[src/rtl/tmr_pkg.sv]
`timescale 1ns/1ps
package tmr_pkg;
  typedef enum logic [2:0] {
    TM_FREE     = 3'd0,
    TM_FIX8     = 3'd1,
    TM_FIX9     = 3'd2,
    TM_FIX10    = 3'd3,
    TM_CEIL_A   = 3'd4,
    TM_CEIL_CAP = 3'd5,
    TM_RSV6     = 3'd6,
    TM_RSV7     = 3'd7
  } tmr_mode_e;

  localparam int NCH      = 3;
  localparam int NFLAG    = 5;
  localparam int FLAG_CAP = 3;
  localparam int FLAG_OVF = 4;
endpackage

[src/rtl/tmr_ceiling.sv]
`timescale 1ns/1ps
module tmr_ceiling
  import tmr_pkg::*;
#(
  parameter int CW = 16
) (
  input  tmr_mode_e        mode,
  input  logic [CW-1:0]    ocr_a,
  input  logic [CW-1:0]    icr,
  output logic [CW-1:0]    top,
  output logic             pwm_mode
);
  localparam logic [CW-1:0] TOP8  = CW'((1 << 8) - 1);
  localparam logic [CW-1:0] TOP9  = CW'((1 << 9) - 1);
  localparam logic [CW-1:0] TOP10 = CW'((1 << 10) - 1);

  always_comb begin
    pwm_mode = 1'b1;
    unique case (mode)
      TM_FIX8:     top = TOP8;
      TM_FIX9:     top = TOP9;
      TM_FIX10:    top = TOP10;
      TM_CEIL_A:   top = ocr_a;
      TM_CEIL_CAP: top = icr;
      default: begin
        top      = '1;
        pwm_mode = 1'b0;
      end
    endcase
  end
endmodule

[src/rtl/tmr_cmp_chan.sv]
`timescale 1ns/1ps
module tmr_cmp_chan #(
  parameter int CW = 16
) (
  input  logic          clk,
  input  logic          rst,
  input  logic          wr,
  input  logic [CW-1:0] wdata,
  input  logic          shadowed,
  input  logic          wrap,
  input  logic          match,
  input  logic          pwm_en,
  output logic [CW-1:0] ocr,
  output logic          pwm
);
  logic [CW-1:0] shadow_q;
  logic [CW-1:0] act_q;

  always_ff @(posedge clk) begin
    if (rst) begin
      shadow_q <= '0;
      act_q    <= '0;
    end else begin
      if (wr) shadow_q <= wdata;
      if (!shadowed && wr)     act_q <= wdata;
      else if (shadowed && wrap) act_q <= shadow_q;
    end
  end

  always_ff @(posedge clk) begin
    if (rst || !pwm_en) pwm <= 1'b0;
    else if (wrap)      pwm <= 1'b1;
    else if (match)     pwm <= 1'b0;
  end

  assign ocr = act_q;
endmodule

[src/rtl/tmr_capture.sv]
`timescale 1ns/1ps
module tmr_capture #(
  parameter int FILT_EN  = 1,
  parameter int FILT_LEN = 4
) (
  input  logic clk,
  input  logic rst,
  input  logic pin,
  input  logic rise_sel,
  output logic hit
);
  localparam int RW = $clog2(FILT_LEN + 1);

  logic s1_q;
  logic flt;
  logic prev_q;

  always_ff @(posedge clk) begin
    if (rst) begin
      s1_q   <= 1'b0;
      prev_q <= 1'b0;
    end else begin
      s1_q   <= pin;
      prev_q <= flt;
    end
  end

  generate
    if (FILT_EN != 0) begin : g_filt
      logic [RW-1:0] run_q;
      always_ff @(posedge clk) begin
        if (rst) begin
          run_q <= '0;
          flt   <= 1'b0;
        end else if (s1_q != flt) begin
          if (run_q == RW'(FILT_LEN - 1)) begin
            flt   <= s1_q;
            run_q <= '0;
          end else begin
            run_q <= run_q + 1'b1;
          end
        end else begin
          run_q <= '0;
        end
      end
    end else begin : g_raw
      assign flt = s1_q;
    end
  endgenerate

  assign hit = (flt != prev_q) && (flt == rise_sel);
endmodule

[src/rtl/cntr_ceiling_timer.sv]
`timescale 1ns/1ps
module cntr_ceiling_timer
  import tmr_pkg::*;
#(
  parameter int CW       = 16,
  parameter int FILT_EN  = 1,
  parameter int FILT_LEN = 4
) (
  input  logic             clk,
  input  logic             rst,
  input  logic [2:0]       mode,
  input  logic             wr_en,
  input  logic [1:0]       wr_sel,
  input  logic [CW-1:0]    wr_data,
  input  logic             cap_in,
  input  logic             cap_rising,
  input  logic [NFLAG-1:0] flag_clr,
  output logic [CW-1:0]    count,
  output logic [CW-1:0]    capture,
  output logic [NFLAG-1:0] flags,
  output logic [NCH-1:0]   pwm_out
);
  tmr_mode_e         mode_e;
  logic [CW-1:0]     top_val;
  logic              pwm_mode;
  logic              wrap;
  logic              cap_hit;
  logic [CW-1:0]     chan_ocr [NCH];
  logic [NCH-1:0]    cmp_hit;
  logic [NFLAG-1:0]  flag_set;

  assign mode_e = tmr_mode_e'(mode);
  assign wrap   = (count >= top_val);

  tmr_ceiling #(.CW(CW)) u_ceil (
    .mode     (mode_e),
    .ocr_a    (chan_ocr[0]),
    .icr      (capture),
    .top      (top_val),
    .pwm_mode (pwm_mode)
  );

  generate
    for (genvar i = 0; i < NCH; i++) begin : g_ch
      logic is_ceil;
      assign is_ceil    = (i == 0) && (mode_e == TM_CEIL_A);
      assign cmp_hit[i] = (count == chan_ocr[i]);
      tmr_cmp_chan #(.CW(CW)) u_ch (
        .clk      (clk),
        .rst      (rst),
        .wr       (wr_en && (wr_sel == 2'(i))),
        .wdata    (wr_data),
        .shadowed (is_ceil),
        .wrap     (wrap),
        .match    (cmp_hit[i]),
        .pwm_en   (pwm_mode && !is_ceil),
        .ocr      (chan_ocr[i]),
        .pwm      (pwm_out[i])
      );
    end
  endgenerate

  tmr_capture #(.FILT_EN(FILT_EN), .FILT_LEN(FILT_LEN)) u_cap (
    .clk      (clk),
    .rst      (rst),
    .pin      (cap_in),
    .rise_sel (cap_rising),
    .hit      (cap_hit)
  );

  always_ff @(posedge clk) begin
    if (rst)       count <= '0;
    else if (wrap) count <= '0;
    else           count <= count + 1'b1;
  end

  always_ff @(posedge clk) begin
    if (rst)                         capture <= '0;
    else if (cap_hit)                capture <= count;
    else if (wr_en && wr_sel == 2'd3) capture <= wr_data;
  end

  assign flag_set = {wrap, cap_hit, cmp_hit};

  always_ff @(posedge clk) begin
    if (rst) flags <= '0;
    else     flags <= (flags & ~flag_clr) | flag_set;
  end
endmodule

[config.mk]
export PLATFORM = sky130hd
export DESIGN_NAME = cntr_ceiling_timer
export DESIGN_NICKNAME = d
export VERILOG_FILES = /design/src/rtl/tmr_pkg.sv /design/src/rtl/tmr_ceiling.sv /design/src/rtl/tmr_cmp_chan.sv /design/src/rtl/tmr_capture.sv /design/src/rtl/cntr_ceiling_timer.sv
export SDC_FILE = /design/constraint.sdc
export NUM_CORES = 1
export LEC_CHECK = 0
export CAP_MARGIN = 30
export CORE_ASPECT_RATIO = 1.1
export CORE_MARGIN = 8
export CORE_UTILIZATION = 30
export DETAILED_ROUTE_END_ITERATION = 6
export DONT_BUFFER_PORTS = 1
export PLACE_DENSITY = 0.49
export SETUP_SLACK_MARGIN = 0.2
export SYNTH_ARGS = -nofsm -noshare
export SYNTH_HDL_FRONTEND = slang
export SYNTH_SLANG_ARGS = --single-unit
[constraint.sdc]
create_clock -name clk -period 3.4 [get_ports clk]
set_clock_uncertainty 0.05 [all_clocks]
set_input_delay 0.68 -clock clk [delete_from_list [all_inputs] [get_ports clk]]
set_output_delay 0.68 -clock clk [all_outputs]
set_load 0.005 [all_outputs]
==> results.ini <==
[clock_network]
clk_latency_ns = 0.36
hold_buffers = 0
cts_setup_buffers = 0
cts_max_path_buffers = 2
clock-sinks = 110
cts_resized = 0
clkTransAtPathRegs_ns = 0.07
cts_max_level = 3
cts_tree = built
cts_buffers = 9
clock-root-buffer = clkbuf_16

[worst_setup_path]
cp_slowest_cell = o41a_4
crit_type = in2reg
r2r_start = capture[14]
critPathRequiredTime_ns = 3.58
cp_slowest_stage_delay_ns = 0.63
rr_worst_depth = 9
critPathMostFrequentCell = nor2_1
crit_fanout = 34
reg2reg_to = count[14]
r2r_slack_ns = 0.50
worst_ep_arrival_time_ns = 3.20
cp-end-kind = flop
start_kind = primary input
worstPathCellList = nand2b_1 > nor2_1 > a21oi_1 > o21ai_0 > ha_1 > nand4_1 > or3_1 > o41a_4 > nand3_2 > nor2_1

[cells_and_area]
nNetsFinal = 751
layout-drive-gt1-share = 0.0836
antennaDiodeCount = 0
fin_area_mm2 = 0.00644
fin_cells = 953
area_growth_pct = 9.88

[timing]
hold_slack_ns = 0.335
tns_ns = 0
setup_viol = 0
layout_setup_ws_ns = 0.385
drv_slew = 0
fmax_ghz = 0.332
min_period_ns = 3.02
relSlewSlack = 0.371
finalHoldViolCount = 0
rsz0062_at_grt = no
worstMarginPinSlew_ns = 0.943
period_share = 0.887

[global_routing]
grt_pass1_wl_mm = 30.7
antenna_found_initial = 0
grt_max_degree = 92
track_usage = 0.167
grt-ovfl-total = 0
grt_pass1_vias = 4931

[synth]
synth_ff_type = dfxtp_1
postSynth.asyncResetShare = 0
ys.warnings.count = 0
synth_top_area_frac = 0.376
synth.top_cells.by_area = dfxtp_1 (38%), xor2_1 (8.1%), nand2_1 (8.0%), a21oi_1 (7.4%), ha_1 (4.1%)
yosysSeqAreaShare = 0.376
synth.distinct_cells = 47
netlist_area_mm2 = 0.00586
synth.avg_cell_area_um2 = 8.09
synth_cells = 725
yosysTopAreaCell = dfxtp_1
syn-num-nets = 775
synth-edff-count = 0
ys_ff_latch = 110

[power]
p_leak_uw = 0.00267
p_per_area_mw_per_mm2 = 429
ir_drop_uv = 211

[placed_design]
dp.cells = 937
place_hpwl_mm = 14.4
place_congestion = 0.845
placed_area_mm2 = 0.00614
place_ws_ns = 0.0183
io_buffers = 0

[routing]
wire_per_inst_um = 21.2
wl_mm = 20.2
dr.pass1.iters = 5
viasPerCell = 5.44
num_vias = 5183
drc = 0
drt-initial-drc-count = 563
antenna_left = 0

[floorplan]
ios = 71
die-area_mm2 = 0.0243
die_w_um = 149
core_area_mm2 = 0.0192
start_util = 0.306
row_count = 53
die_h_um = 163

[hold_path]
hold_path.class = in2reg
min_path_cells = 1
holdPathEnd = u_cap.s1_q
hp-start = rst

[flow_run]
drv_cap = 0

[run_status]
status = finished clean

placed cells by master (no fill, tap or decap), drive strengths merged, types with 2 or more instances in the layout:
cell	netlist	layout
nand2	125	125
dfxtp	110	110
a21oi	87	87
xor2	54	54
nor2	50	50
buf	11	31
a31oi	28	28
a211oi	24	24
ha	19	19
mux2i	18	18
o211ai	15	15
o2111ai	14	14
inv	13	14
nor4	14	14
clkbuf	55	13
nor2b	11	11
xnor2	10	10
nand2b	8	8
nand4	8	8
o21ai	7	7
or3	6	6
and3	4	4
nor3	4	4
nand3	4	4
o21a	3	3
o211a	3	3
and2	3	3
a211o	2	2
o31ai	2	2
and4	2	2
nor3b	2	2
clkinv	0	2
state kept, by name (all words and copies together) (netlist names):
signal and count:
g_ch.u_ch.ocr 48, u_cap.s1_q 1, g_ch.u_ch.shadow_q 16, count 16, flags 5, u_cap.g_filt.run_q 3, u_cap.flt 1, g_ch.u_ch.pwm 3
u_cap.prev_q 1, capture 16
power by group:
group	internal [µW]	switching (µW)	leakage [µW]
clock	584	502	0.000154
sequential	1340	54.2	0.000894
combinational	125	160	0.00162
total	2050	716	0.00267
cells in the mapped netlist (3+ instances only):
cell	instances
nand2_1	125
o211ai_1	14
o211a_1	3
dfxtp_1	110
mux2i_1	18
a21oi_1	87
nor2_1	50
ha_1	19
o2111ai_1	14
inv_1	13
and3_1	4
nor2b_1	11
xor2_1	54
nand3_1	3
buf_4	4
buf_6	3
nand4_1	8
a211oi_1	24
or3_1	6
clkbuf_1	55
nor4_1	12
o21a_1	3
xnor2_1	10
and2_1	3
nor3_1	4
a31oi_1	28
nand2b_1	8
o21ai_0	7
area by class of cell:
| class | count | area (µm²) |
|---|---|---|
| fillers | 2007 | 12700 |
| multi-input cells | 536 | 3340 |
| flip-flops and latches | 110 | 2200 |
| well taps | 247 | 309 |
| clock buffers | 13 | 280 |
| repair buffers | 31 | 236 |
| inverters | 13 | 48.8 |
| clock inverters | 3 | 25.0 |
how the worst max path moves through the flow:
stage	startpoint	to	slack (ns)	depth (start not counted)
5_1_grt	mode[0]	count[6]	0.21	10
6_report	mode[0]	count[14]	0.38	10
4_1_cts	mode[0]	count[8]	0.40	10
3_5_place_dp	mode[0]	count[6]	0.02	10
2_1_floorplan	mode[0]	count[0]	0.25	12
3_3_place_gp	mode[0]	count[11]	0.09	10
metrics by stage:
stage,power (µW),utilization
2_1_floorplan,1640,-
3_3_place_gp,1700,0.320
3_5_place_dp,1710,0.320
4_1_cts,2790,0.336
5_1_grt,2880,0.336
6_report,2760,0.336
worst max-delay path, delay by kind of cell:
family	cells	cell delay (ns)
and+or+nand+nor	6	1.28
AOI/OAI and AO/OA	3	0.89
adders and majority gates	1	0.33
layer usage:
| layer | vias up | global-route usage | routed length, µm |
|---|---|---|---|
| met2 | 160 | 0.267 | 9470 |
| met1 | 2501 | 0.211 | 8700 |
| li1 | 2489 | - | - |
| met5 | - | 0 | 0 |
| met3 | 33 | 0.0406 | 1420 |
| met4 | 0 | 0.0698 | 600 |
cells by family (layout without fill, tap and decap cells):
| kind of cell | Yosys count | in the layout | share of synthesized area |
|---|---|---|---|
| AND/OR/NAND/NOR | 246 | 246 | 0.193 |
| AO/OA/AOI/OAI | 189 | 189 | 0.207 |
| flip-flops | 110 | 110 | 0.376 |
| buffers and inverters | 79 | 60 | 0.0574 |
| XOR/XNOR | 64 | 64 | 0.0956 |
| adder cells (fa/ha/maj) | 19 | 19 | 0.0405 |
| multiplexers | 18 | 18 | 0.0307 |
No activity file was read; power rests on OpenSTA's default activity.
